<file path="config.mk">
export PLATFORM = sky130hd
export DESIGN_NAME = gpio_bank
export DESIGN_NICKNAME = d
export VERILOG_FILES = /design/src/rtl/gpio_bank_pkg.sv /design/src/rtl/gpio_sync.sv /design/src/rtl/gpio_detect.sv /design/src/rtl/gpio_ctrl.sv /design/src/rtl/gpio_dp.sv /design/src/rtl/gpio_bank.sv
export SDC_FILE = /design/constraint.sdc
export NUM_CORES = 1
export LEC_CHECK = 0
export BUFFER_PORTS_ARGS = -buffer_cell sky130_fd_sc_hd__buf_2
export CAP_MARGIN = 20
export CORE_MARGIN = 4
export CORE_UTILIZATION = 54
export CTS_CLUSTER_DIAMETER = 40
export DETAILED_ROUTE_END_ITERATION = 7
export PLACE_DENSITY = 0.73
export REMOVE_ABC_BUFFERS = 1
export SYNTH_ARGS = -nofsm -noshare
export SYNTH_HDL_FRONTEND = slang
export SYNTH_SLANG_ARGS = --single-unit
</file>
<file path="constraint.sdc">
create_clock -name clk -period 1.6 [get_ports clk]
set_input_delay 0.16 -clock clk [delete_from_list [all_inputs] [get_ports clk]]
set_output_delay 0.16 -clock clk [all_outputs]
set_load 0.1 [all_outputs]
</file>
<file path="src/rtl/gpio_bank_pkg.sv">
package gpio_bank_pkg;

  // Word index of each register (byte offset / 4).
  localparam int REG_DIR  = 0;
  localparam int REG_DIN  = 1;
  localparam int REG_DOUT = 2;
  localparam int REG_SET  = 3;
  localparam int REG_CLR  = 4;
  localparam int REG_DET0 = 5;   // first of the four detect enable words
  localparam int REG_STAT = 9;
  localparam int REG_ENA  = 10;
  localparam int REG_ENB  = 11;
  localparam int REG_WAKE = 12;
  localparam int REG_LAST = REG_WAKE;

  localparam int NUM_DET  = 4;
  localparam int SEL_W    = 4;

  // Detect kinds, in the order of their enable words.
  typedef enum logic [1:0] {
    DET_LOW  = 2'd0,
    DET_HIGH = 2'd1,
    DET_RISE = 2'd2,
    DET_FALL = 2'd3
  } detKind_t;

  // Strobes from the control unit to the datapath.
  typedef struct packed {
    logic               wrDir;
    logic               wrOut;
    logic               wrSet;
    logic               wrClr;
    logic [NUM_DET-1:0] wrDet;
    logic               wrStat;
    logic               wrEnA;
    logic               wrEnB;
    logic               wrWake;
    logic               rdHit;
    logic               rdStrobe;
    logic [SEL_W-1:0]   rdSel;
  } ctrlStrobes_t;

endpackage

</file>
<file path="src/rtl/gpio_sync.sv">
module gpio_sync #(
  parameter int WIDTH  = 32,
  parameter int STAGES = 2
) (
  input  logic             clk,
  input  logic             rstN,
  input  logic [WIDTH-1:0] din,
  output logic [WIDTH-1:0] dout
);

  logic [STAGES-1:0][WIDTH-1:0] stageQ;

  always_ff @(posedge clk or negedge rstN) begin
    if (!rstN) stageQ[0] <= '0;
    else       stageQ[0] <= din;
  end

  for (genvar g = 1; g < STAGES; g++) begin : gStage
    always_ff @(posedge clk or negedge rstN) begin
      if (!rstN) stageQ[g] <= '0;
      else       stageQ[g] <= stageQ[g-1];
    end
  end

  assign dout = stageQ[STAGES-1];

endmodule

</file>
<file path="src/rtl/gpio_detect.sv">
module gpio_detect
  import gpio_bank_pkg::*;
#(
  parameter int LINES = 32
) (
  input  logic [LINES-1:0]              level,
  input  logic [LINES-1:0]              prevLevel,
  input  logic [NUM_DET-1:0][LINES-1:0] detEn,
  output logic [LINES-1:0]              hit
);

  for (genvar i = 0; i < LINES; i++) begin : gLine
    logic isLow, isHigh, isRise, isFall;
    always_comb begin
      isLow  = detEn[DET_LOW][i]  & ~level[i];
      isHigh = detEn[DET_HIGH][i] &  level[i];
      isRise = detEn[DET_RISE][i] &  level[i] & ~prevLevel[i];
      isFall = detEn[DET_FALL][i] & ~level[i] &  prevLevel[i];
    end
    assign hit[i] = isLow | isHigh | isRise | isFall;
  end

endmodule

</file>
<file path="src/rtl/gpio_ctrl.sv">
module gpio_ctrl
  import gpio_bank_pkg::*;
#(
  parameter int ADDR_W = 8
) (
  input  logic              clk,
  input  logic              rstN,
  input  logic              busValid,
  input  logic              busWe,
  input  logic [ADDR_W-1:0] busAddr,
  output ctrlStrobes_t      strobes,
  output logic              busReady
);

  localparam int IDX_W = ADDR_W - 2;

  logic [IDX_W-1:0] wordIdx;
  logic             aligned;
  logic             mapped;
  logic             wrGo;

  always_comb begin
    wordIdx = busAddr[ADDR_W-1:2];
    aligned = (busAddr[1:0] == 2'b00);
    mapped  = aligned && (wordIdx <= IDX_W'(REG_LAST));
    wrGo    = busValid && busWe && mapped;

    strobes          = '0;
    strobes.wrDir    = wrGo && (wordIdx == IDX_W'(REG_DIR));
    strobes.wrOut    = wrGo && (wordIdx == IDX_W'(REG_DOUT));
    strobes.wrSet    = wrGo && (wordIdx == IDX_W'(REG_SET));
    strobes.wrClr    = wrGo && (wordIdx == IDX_W'(REG_CLR));
    for (int k = 0; k < NUM_DET; k++) begin
      strobes.wrDet[k] = wrGo && (wordIdx == IDX_W'(REG_DET0 + k));
    end
    strobes.wrStat   = wrGo && (wordIdx == IDX_W'(REG_STAT));
    strobes.wrEnA    = wrGo && (wordIdx == IDX_W'(REG_ENA));
    strobes.wrEnB    = wrGo && (wordIdx == IDX_W'(REG_ENB));
    strobes.wrWake   = wrGo && (wordIdx == IDX_W'(REG_WAKE));
    strobes.rdStrobe = busValid;
    strobes.rdHit    = busValid && !busWe && mapped;
    strobes.rdSel    = wordIdx[SEL_W-1:0];
  end

  always_ff @(posedge clk or negedge rstN) begin
    if (!rstN) busReady <= 1'b0;
    else       busReady <= busValid;
  end

endmodule

</file>
<file path="src/rtl/gpio_dp.sv">
module gpio_dp
  import gpio_bank_pkg::*;
#(
  parameter int LINES       = 32,
  parameter int SYNC_STAGES = 2
) (
  input  logic             clk,
  input  logic             rstN,
  input  ctrlStrobes_t     strobes,
  input  logic [LINES-1:0] wdata,
  input  logic [LINES-1:0] padIn,
  output logic [LINES-1:0] padOut,
  output logic [LINES-1:0] padOe,
  output logic [LINES-1:0] rdData,
  output logic             irqA,
  output logic             irqB,
  output logic             wakeReq
);

  logic [LINES-1:0]              dirQ;
  logic [LINES-1:0]              outQ;
  logic [NUM_DET-1:0][LINES-1:0] detEnQ;
  logic [LINES-1:0]              statusQ;
  logic [LINES-1:0]              enAQ;
  logic [LINES-1:0]              enBQ;
  logic [LINES-1:0]              wakeQ;
  logic [LINES-1:0]              inSync;
  logic [LINES-1:0]              prevQ;
  logic [LINES-1:0]              hit;
  logic [LINES-1:0]              clrMask;
  logic [LINES-1:0]              rdMux;

  gpio_sync #(
    .WIDTH (LINES),
    .STAGES(SYNC_STAGES)
  ) u_sync (
    .clk (clk),
    .rstN(rstN),
    .din (padIn),
    .dout(inSync)
  );

  gpio_detect #(
    .LINES(LINES)
  ) u_detect (
    .level    (inSync),
    .prevLevel(prevQ),
    .detEn    (detEnQ),
    .hit      (hit)
  );

  // Previous synchronized sample for edge detection.
  always_ff @(posedge clk or negedge rstN) begin
    if (!rstN) prevQ <= '0;
    else       prevQ <= inSync;
  end

  // Direction word: 1 = input.
  always_ff @(posedge clk or negedge rstN) begin
    if (!rstN)             dirQ <= '1;
    else if (strobes.wrDir) dirQ <= wdata;
  end

  // Output word with whole-word write and atomic set / clear aliases.
  always_ff @(posedge clk or negedge rstN) begin
    if (!rstN)              outQ <= '0;
    else if (strobes.wrOut) outQ <= wdata;
    else if (strobes.wrSet) outQ <= outQ | wdata;
    else if (strobes.wrClr) outQ <= outQ & ~wdata;
  end

  for (genvar k = 0; k < NUM_DET; k++) begin : gDetReg
    always_ff @(posedge clk or negedge rstN) begin
      if (!rstN)                 detEnQ[k] <= '0;
      else if (strobes.wrDet[k]) detEnQ[k] <= wdata;
    end
  end

  always_ff @(posedge clk or negedge rstN) begin
    if (!rstN) begin
      enAQ  <= '0;
      enBQ  <= '0;
      wakeQ <= '0;
    end else begin
      if (strobes.wrEnA)  enAQ  <= wdata;
      if (strobes.wrEnB)  enBQ  <= wdata;
      if (strobes.wrWake) wakeQ <= wdata;
    end
  end

  // Sticky status: write-one-to-clear, a fresh hit wins over the clear.
  assign clrMask = strobes.wrStat ? wdata : '0;

  always_ff @(posedge clk or negedge rstN) begin
    if (!rstN) statusQ <= '0;
    else       statusQ <= (statusQ & ~clrMask) | hit;
  end

  // Read mux and registered response.
  always_comb begin
    rdMux = '0;
    if (strobes.rdHit) begin
      case (strobes.rdSel)
        SEL_W'(REG_DIR):      rdMux = dirQ;
        SEL_W'(REG_DIN):      rdMux = inSync;
        SEL_W'(REG_DOUT):     rdMux = outQ;
        SEL_W'(REG_DET0 + 0): rdMux = detEnQ[0];
        SEL_W'(REG_DET0 + 1): rdMux = detEnQ[1];
        SEL_W'(REG_DET0 + 2): rdMux = detEnQ[2];
        SEL_W'(REG_DET0 + 3): rdMux = detEnQ[3];
        SEL_W'(REG_STAT):     rdMux = statusQ;
        SEL_W'(REG_ENA):      rdMux = enAQ;
        SEL_W'(REG_ENB):      rdMux = enBQ;
        SEL_W'(REG_WAKE):     rdMux = wakeQ;
        default:              rdMux = '0;
      endcase
    end
  end

  always_ff @(posedge clk or negedge rstN) begin
    if (!rstN)                 rdData <= '0;
    else if (strobes.rdStrobe) rdData <= rdMux;
  end

  assign padOut  = outQ;
  assign padOe   = ~dirQ;
  assign irqA    = |(statusQ & enAQ);
  assign irqB    = |(statusQ & enBQ);
  assign wakeReq = |(statusQ & wakeQ);

endmodule

</file>
<file path="src/rtl/gpio_bank.sv">
module gpio_bank
  import gpio_bank_pkg::*;
#(
  parameter int ADDR_W      = 8,
  parameter int LINES       = 32,
  parameter int SYNC_STAGES = 2
) (
  input  logic              clk,
  input  logic              rstN,
  input  logic              busValid,
  input  logic              busWe,
  input  logic [ADDR_W-1:0] busAddr,
  input  logic [LINES-1:0]  busWdata,
  output logic [LINES-1:0]  busRdata,
  output logic              busReady,
  input  logic [LINES-1:0]  padIn,
  output logic [LINES-1:0]  padOut,
  output logic [LINES-1:0]  padOe,
  output logic              irqA,
  output logic              irqB,
  output logic              wakeReq
);

  ctrlStrobes_t strobes;

  gpio_ctrl #(
    .ADDR_W(ADDR_W)
  ) u_ctrl (
    .clk     (clk),
    .rstN    (rstN),
    .busValid(busValid),
    .busWe   (busWe),
    .busAddr (busAddr),
    .strobes (strobes),
    .busReady(busReady)
  );

  gpio_dp #(
    .LINES      (LINES),
    .SYNC_STAGES(SYNC_STAGES)
  ) u_dp (
    .clk    (clk),
    .rstN   (rstN),
    .strobes(strobes),
    .wdata  (busWdata),
    .padIn  (padIn),
    .padOut (padOut),
    .padOe  (padOe),
    .rdData (busRdata),
    .irqA   (irqA),
    .irqB   (irqB),
    .wakeReq(wakeReq)
  );

endmodule

</file>
## Word level (Yosys, flattened, before mapping)

Cells that the tools add are included.

| cells by class | value |
|---|---|
| magnitude comparators | 1 |
| equal/unequal tests | 21 |
| multiplexer cells | 6 |
| bitwise logic cells | 362 |
| reduce and logical (&&, ||, !) cells | 25 |

Operators by type and width:

| operator | count |
|---|---|
| $pmux 32 s11 | 1 |
| $and 1x1->1 | 192 |
| $and 32x32->32 | 5 |
| $mux 32 | 5 |
| $not 32->32 | 3 |
| $or 1x1->1 | 96 |
| $reduce_or 32->1 | 3 |
| $not 1->1 | 64 |
| $or 32x32->32 | 2 |
| $eq 6x4->1 const B | 5 |
| $eq 6x3->1 const B | 4 |
| $eq 4x4->1 const B | 5 |
| $logic_and 1x1->1 | 17 |
| $eq 4x3->1 const B | 3 |
| $eq 6x2->1 const B | 2 |
| $le 6x4->1 const B | 1 |
| $logic_not 6->1 | 1 |
| $eq 4x1->1 const B | 1 |
| $eq 4x2->1 const B | 1 |
| $logic_not 4->1 | 1 |
| $reduce_bool 3->1 | 1 |
| $logic_not 2->1 | 1 |
| $logic_not 1->1 | 1 |

| word-level totals | value |
|---|---|
| flip-flop bits (word level) | 449 |
| input bits | 76 |
| output and inout port bits | 100 |
| logic and storage cells | 430 |

## Longest topological paths before layout

| logic depth | value |
|---|---|
| depth after elaboration | 8 |
| depth in mapped cells | 9 |
| mapped depth without buffers | 5 |

## By module

Synthesis repeated with hierarchy kept, for this count alone.

| unflattened totals | value |
|---|---|
| cell total of the unflattened synthesis | 1,695 |
| area total of the unflattened synthesis | 20,459.6 um2 |

By module, submodules not included:

| module | instances | cells each | area each (um2) | seq. area each (um2) |
|---|---|---|---|---|
| gpio_dp | 1 | 1,441 | 17,345.4 | 9,649.3 |
| gpio_sync | 1 | 96 | 1,841.8 | 1,601.5 |
| gpio_detect | 1 | 128 | 1,001.0 | 0.0 |
| gpio_ctrl | 1 | 30 | 271.5 | 25.0 |

## Least setup slack after synthesis

OpenSTA, ideal clock, no wires.

| path | value |
|---|---|
| path kind | register to register |
| start | register (tool-made name) |
| end | register u_dp.rdData[3] |
| setup time | 126 ps |
| data arrival time | 1,924 ps |
| required time | 1,474 ps |
| slack | -450 ps |
| cell stages (with the launch flop) | 5 |
| path buffers | 0 |
| clock period less this slack | 2,050 ps |
| path through | dfrtp_1 mux2_1 a222oi_1 o221ai_1 a221o_1 |

RTL lines:

| element | line | source |
|---|---|---|
| end signal: assignment | gpio_dp.sv:122 | `else if (strobes.rdStrobe) rdData <= rdMux;` |
| end: declaration | gpio_dp.sv:14 | `output logic [LINES-1:0] rdData,` |

## Final worst setup path

| path | value |
|---|---|
| start | register u_dp.statusQ[12] |
| end | output port irqB |

| between the ends | value |
|---|---|
| word-level cells in the longest chain between the ends | 2 |

Ends and longest elaborated chain:

| element | line | source |
|---|---|---|
| start: declaration | gpio_dp.sv:23 | `logic [LINES-1:0] statusQ;` |
| start signal: assignment | gpio_dp.sv:96 | `else statusQ <= (statusQ & ~clrMask) \| hit;` |
| $and 32x32->32 | gpio_dp.sv:128 | `assign irqB = \|(statusQ & enBQ);` |
| $reduce_or 32->1 | gpio_dp.sv:128 |  |
| end: declaration | gpio_bank.sv:20 | `output logic irqB,` |

Every way passes these cells.

==> results.sh <==
export IMPL_yosysWarnings=0
export IMPL_grt_pass1_wl_um=121000
export IMPL_post_route_drc_count=0
export IMPL_yosysSeqAreaShare=0.559
export IMPL_nets=2316
export IMPL_switching_power_mw=8.26
export IMPL_gp_congestion=1.03
export IMPL_die_w_um=201
export IMPL_r2r_end="u_dp.rdData[3]"
export IMPL_p_seq_frac=0.401
export IMPL_avgSynthCellArea_um2=12.1
export IMPL_dp_hpwl_um=58000
export IMPL_cts_root_buffer="clkbuf_16"
export IMPL_synth_top_area_share=0.517
export IMPL_timing_fmax_mhz=402
export IMPL_violations="setup timing"
export IMPL_syn_to_final_growth_pct=39.0
export IMPL_post_place_ws_ns=-0.662
export IMPL_grt_max_degree=57
export IMPL_critPathArrivalTime_ns=2.33
export IMPL_grt_pass1_vias=18300
export IMPL_syn_area_um2=20200
export IMPL_wl_um=82500
export IMPL_p_int_mw=21.8
export IMPL_numCtsBuffers=61
export IMPL_regMostFlops="u_dp.detEnQ"
export IMPL_min_path_type="in2async"
export IMPL_setup_viol=9
export IMPL_met3_usage=0.103
export IMPL_cts_tree="built"
export IMPL_track_usage=0.400
export IMPL_clock_sinks=449
export IMPL_r2r_start="u_dp.enAQ[3]"
export IMPL_rsz0062_at_grt="yes"
export IMPL_rows=70
export IMPL_postRouteAntennaNets=0
export IMPL_leakagePower_nw=13.5
export IMPL_top_usage_layer="met2"
export IMPL_avgViaCountPerCell=6.45
export IMPL_clock_path_buffers=3
export IMPL_vias=17800
export IMPL_outcome="finished, violations left"
export IMPL_syn_inst=1666
export IMPL_crit_path_start_kind="flip-flop"
export IMPL_largest_register_ffs=128
export IMPL_combPwrFrac=0.120
export IMPL_layout_min_cycle_time_ns=2.49
export IMPL_sw_frac_of_total=0.275
export IMPL_path_class="reg2out"
export IMPL_cp_max_fo=4
export IMPL_drv_cap=0
export IMPL_critical_path_required_ns=1.44
export IMPL_drt_pass1_iterations=8
export IMPL_initial_core_util=0.550
export IMPL_ys_ff_latch=449
export IMPL_diodes=0
export IMPL_core_um2=36700
export IMPL_worst_pin_slew_ns=0.772
export IMPL_die_y_um=201
export IMPL_slew_headroom=0.484
export IMPL_setup_tns_ns=-3.03
export IMPL_synth_edff_count=0
export IMPL_mostFrequentLayoutCells="dfrtp_1, buf_4, mux2_1"
export IMPL_drv_slew=0
export IMPL_cts_htree_levels=2
export IMPL_worstRegToRegCells=5
export IMPL_end_kind="output pin"
export IMPL_met2_usage=0.620
export IMPL_p_per_area_nw_per_um2=1070
export IMPL_drt_first_iter_violations=2100
export IMPL_peakVddDrop_uv=1330
export IMPL_rrSetupSlack_ns=-0.21
export IMPL_final_common_cell="dfrtp_1"
export IMPL_fin_worst_skew_ns=0.0161
export IMPL_grt_use_met1=0.525
export IMPL_pin_count=176
export IMPL_drive_above_1_share=0.357
export IMPL_fin_util=0.764
export IMPL_ys_types=65
export IMPL_clk_latency_ns=0.63
export IMPL_antenna_found_initial=2
export IMPL_worst_slack_ns=-0.885
export IMPL_overflow=0
export IMPL_synth_area_leaders="dfrtp_1, mux2_1, a22oi_1, dfstp_2, nand2_1"
export IMPL_path_clk_slew_ns=0.06
export IMPL_synth_top_area_cell="dfrtp_1"
export IMPL_fillers=2287
export IMPL_p_clk_frac=0.479
export IMPL_finalHoldViolations=0
export IMPL_portBuffers=175
export IMPL_ys_flop_type="dfrtp_1"
export IMPL_fin_crit_sh=1.55
export IMPL_die_area_um2=40500
export IMPL_wl_per_cell_um=29.9
export IMPL_async_reset_ff_frac=1.00
==> layer usage <==
metal / vias up / wire length, um
met5: - / 12
li1: 7347 / -
met4: 2 / 5380
met2: 1273 / 37100
met3: 332 / 9210
met1: 8856 / 30800
==> power by group through the flow <==
stage | clock network (mW) | logic (mW) | registers [mW]
after floorplan | 0 | 1.09 | 12.4
final | 14.4 | 3.60 | 12.0
after detailed placement | 0 | 3.11 | 12.2
after global routing | 15.0 | 3.73 | 12.1
after global placement | 0 | 3.08 | 12.2
after CTS | 14.4 | 3.50 | 12.0
==> cell families after synthesis <==
kind of cell           share of synthesized area
multiplexers                               0.168
AND/OR/NAND/NOR                           0.0676
buffers and inverters                     0.0444
AO/OA/AOI/OAI                              0.161
flip-flops                                 0.559
==> timing repair <==
item                                    in CTS  in global routing
resized for setup                          182                 49
buffers inserted                            15                 13
hold buffers                                66                  0
endpoints found under the setup margin      91                 31
endpoints found under the hold margin      748                  0
pin swaps                                   25                 17
==> per-stage QoR <==
step | instances | power, mW | area, um2 | hold slack, ns
2_1_floorplan | 1546 | 13.5 | 19500 | -0.136
3_3_place_gp | 2558 | 15.3 | 24300 | 0.119
5_1_grt | 2760 | 30.8 | 28000 | 0.0886
4_1_cts | 2750 | 29.9 | 27800 | 0.0691
3_5_place_dp | 2558 | 15.3 | 24300 | 0.124
6_report | 2760 | 30.0 | 28000 | 0.0778
==> cell usage after synthesis (3+ instances only) <==
master / count
a221oi_1: 10
inv_1: 67
a221o_1: 11
o22ai_1: 18
o221ai_1: 9
a21oi_1: 78
clkbuf_1: 47
nor3_1: 7
nor3b_2: 7
nand3_1: 9
or3_1: 3
a2111oi_0: 4
o2bb2ai_1: 21
o21ai_1: 42
a22oi_1: 118
buf_4: 11
nand4_1: 12
mux2i_1: 22
a32o_1: 6
nor3_2: 4
o21ai_0: 3
mux2_1: 271
o32ai_1: 3
nand2b_1: 5
or4_1: 3
a32oi_1: 24
mux2_2: 10
a31oi_1: 3
nor2b_1: 13
a211oi_1: 42
and2_1: 7
dfstp_2: 32
a21o_1: 32
nor2_1: 58
nand2_1: 119
a22o_1: 19
buf_6: 11
dfrtp_1: 417
nor2_2: 4
a222oi_1: 3
buf_2: 49
==> layout make-up <==
class / count / area [um2] / share of cell area
sequential: 449 / 11300 / 0.403
multi-input combinational: 1028 / 8340 / 0.297
timing repair buffer: 631 / 5400 / 0.193
clock buffer: 75 / 1680 / 0.0599
tap: 468 / 586 / 0.0209
clock inverter: 40 / 494 / 0.0176
inverter: 69 / 259 / 0.00923
==> worst max-delay path, cell delays in order, from the launching register on <==
cell     delay (ns)
dfrtp_1        0.45
a22oi_1        0.33
nand4_1        0.13
or4_4          0.60
buf_12         0.19
==> worst max-delay path by stage <==
stage / from / end / slack, ns / cells past startpoint
3_3_place_gp: busAddr[4] / u_dp.rdData[4] / -0.66 / 8
2_1_floorplan: busAddr[5] / u_dp.enBQ[0] / -1.19 / 3
4_1_cts: u_dp.statusQ[19] / irqB / -0.90 / 5
6_report: u_dp.statusQ[12] / irqB / -0.89 / 4
3_5_place_dp: busAddr[4] / u_dp.rdData[4] / -0.66 / 8
5_1_grt: u_dp.statusQ[19] / wakeReq / -0.90 / 5
Power figures use the tool's default switching activity.
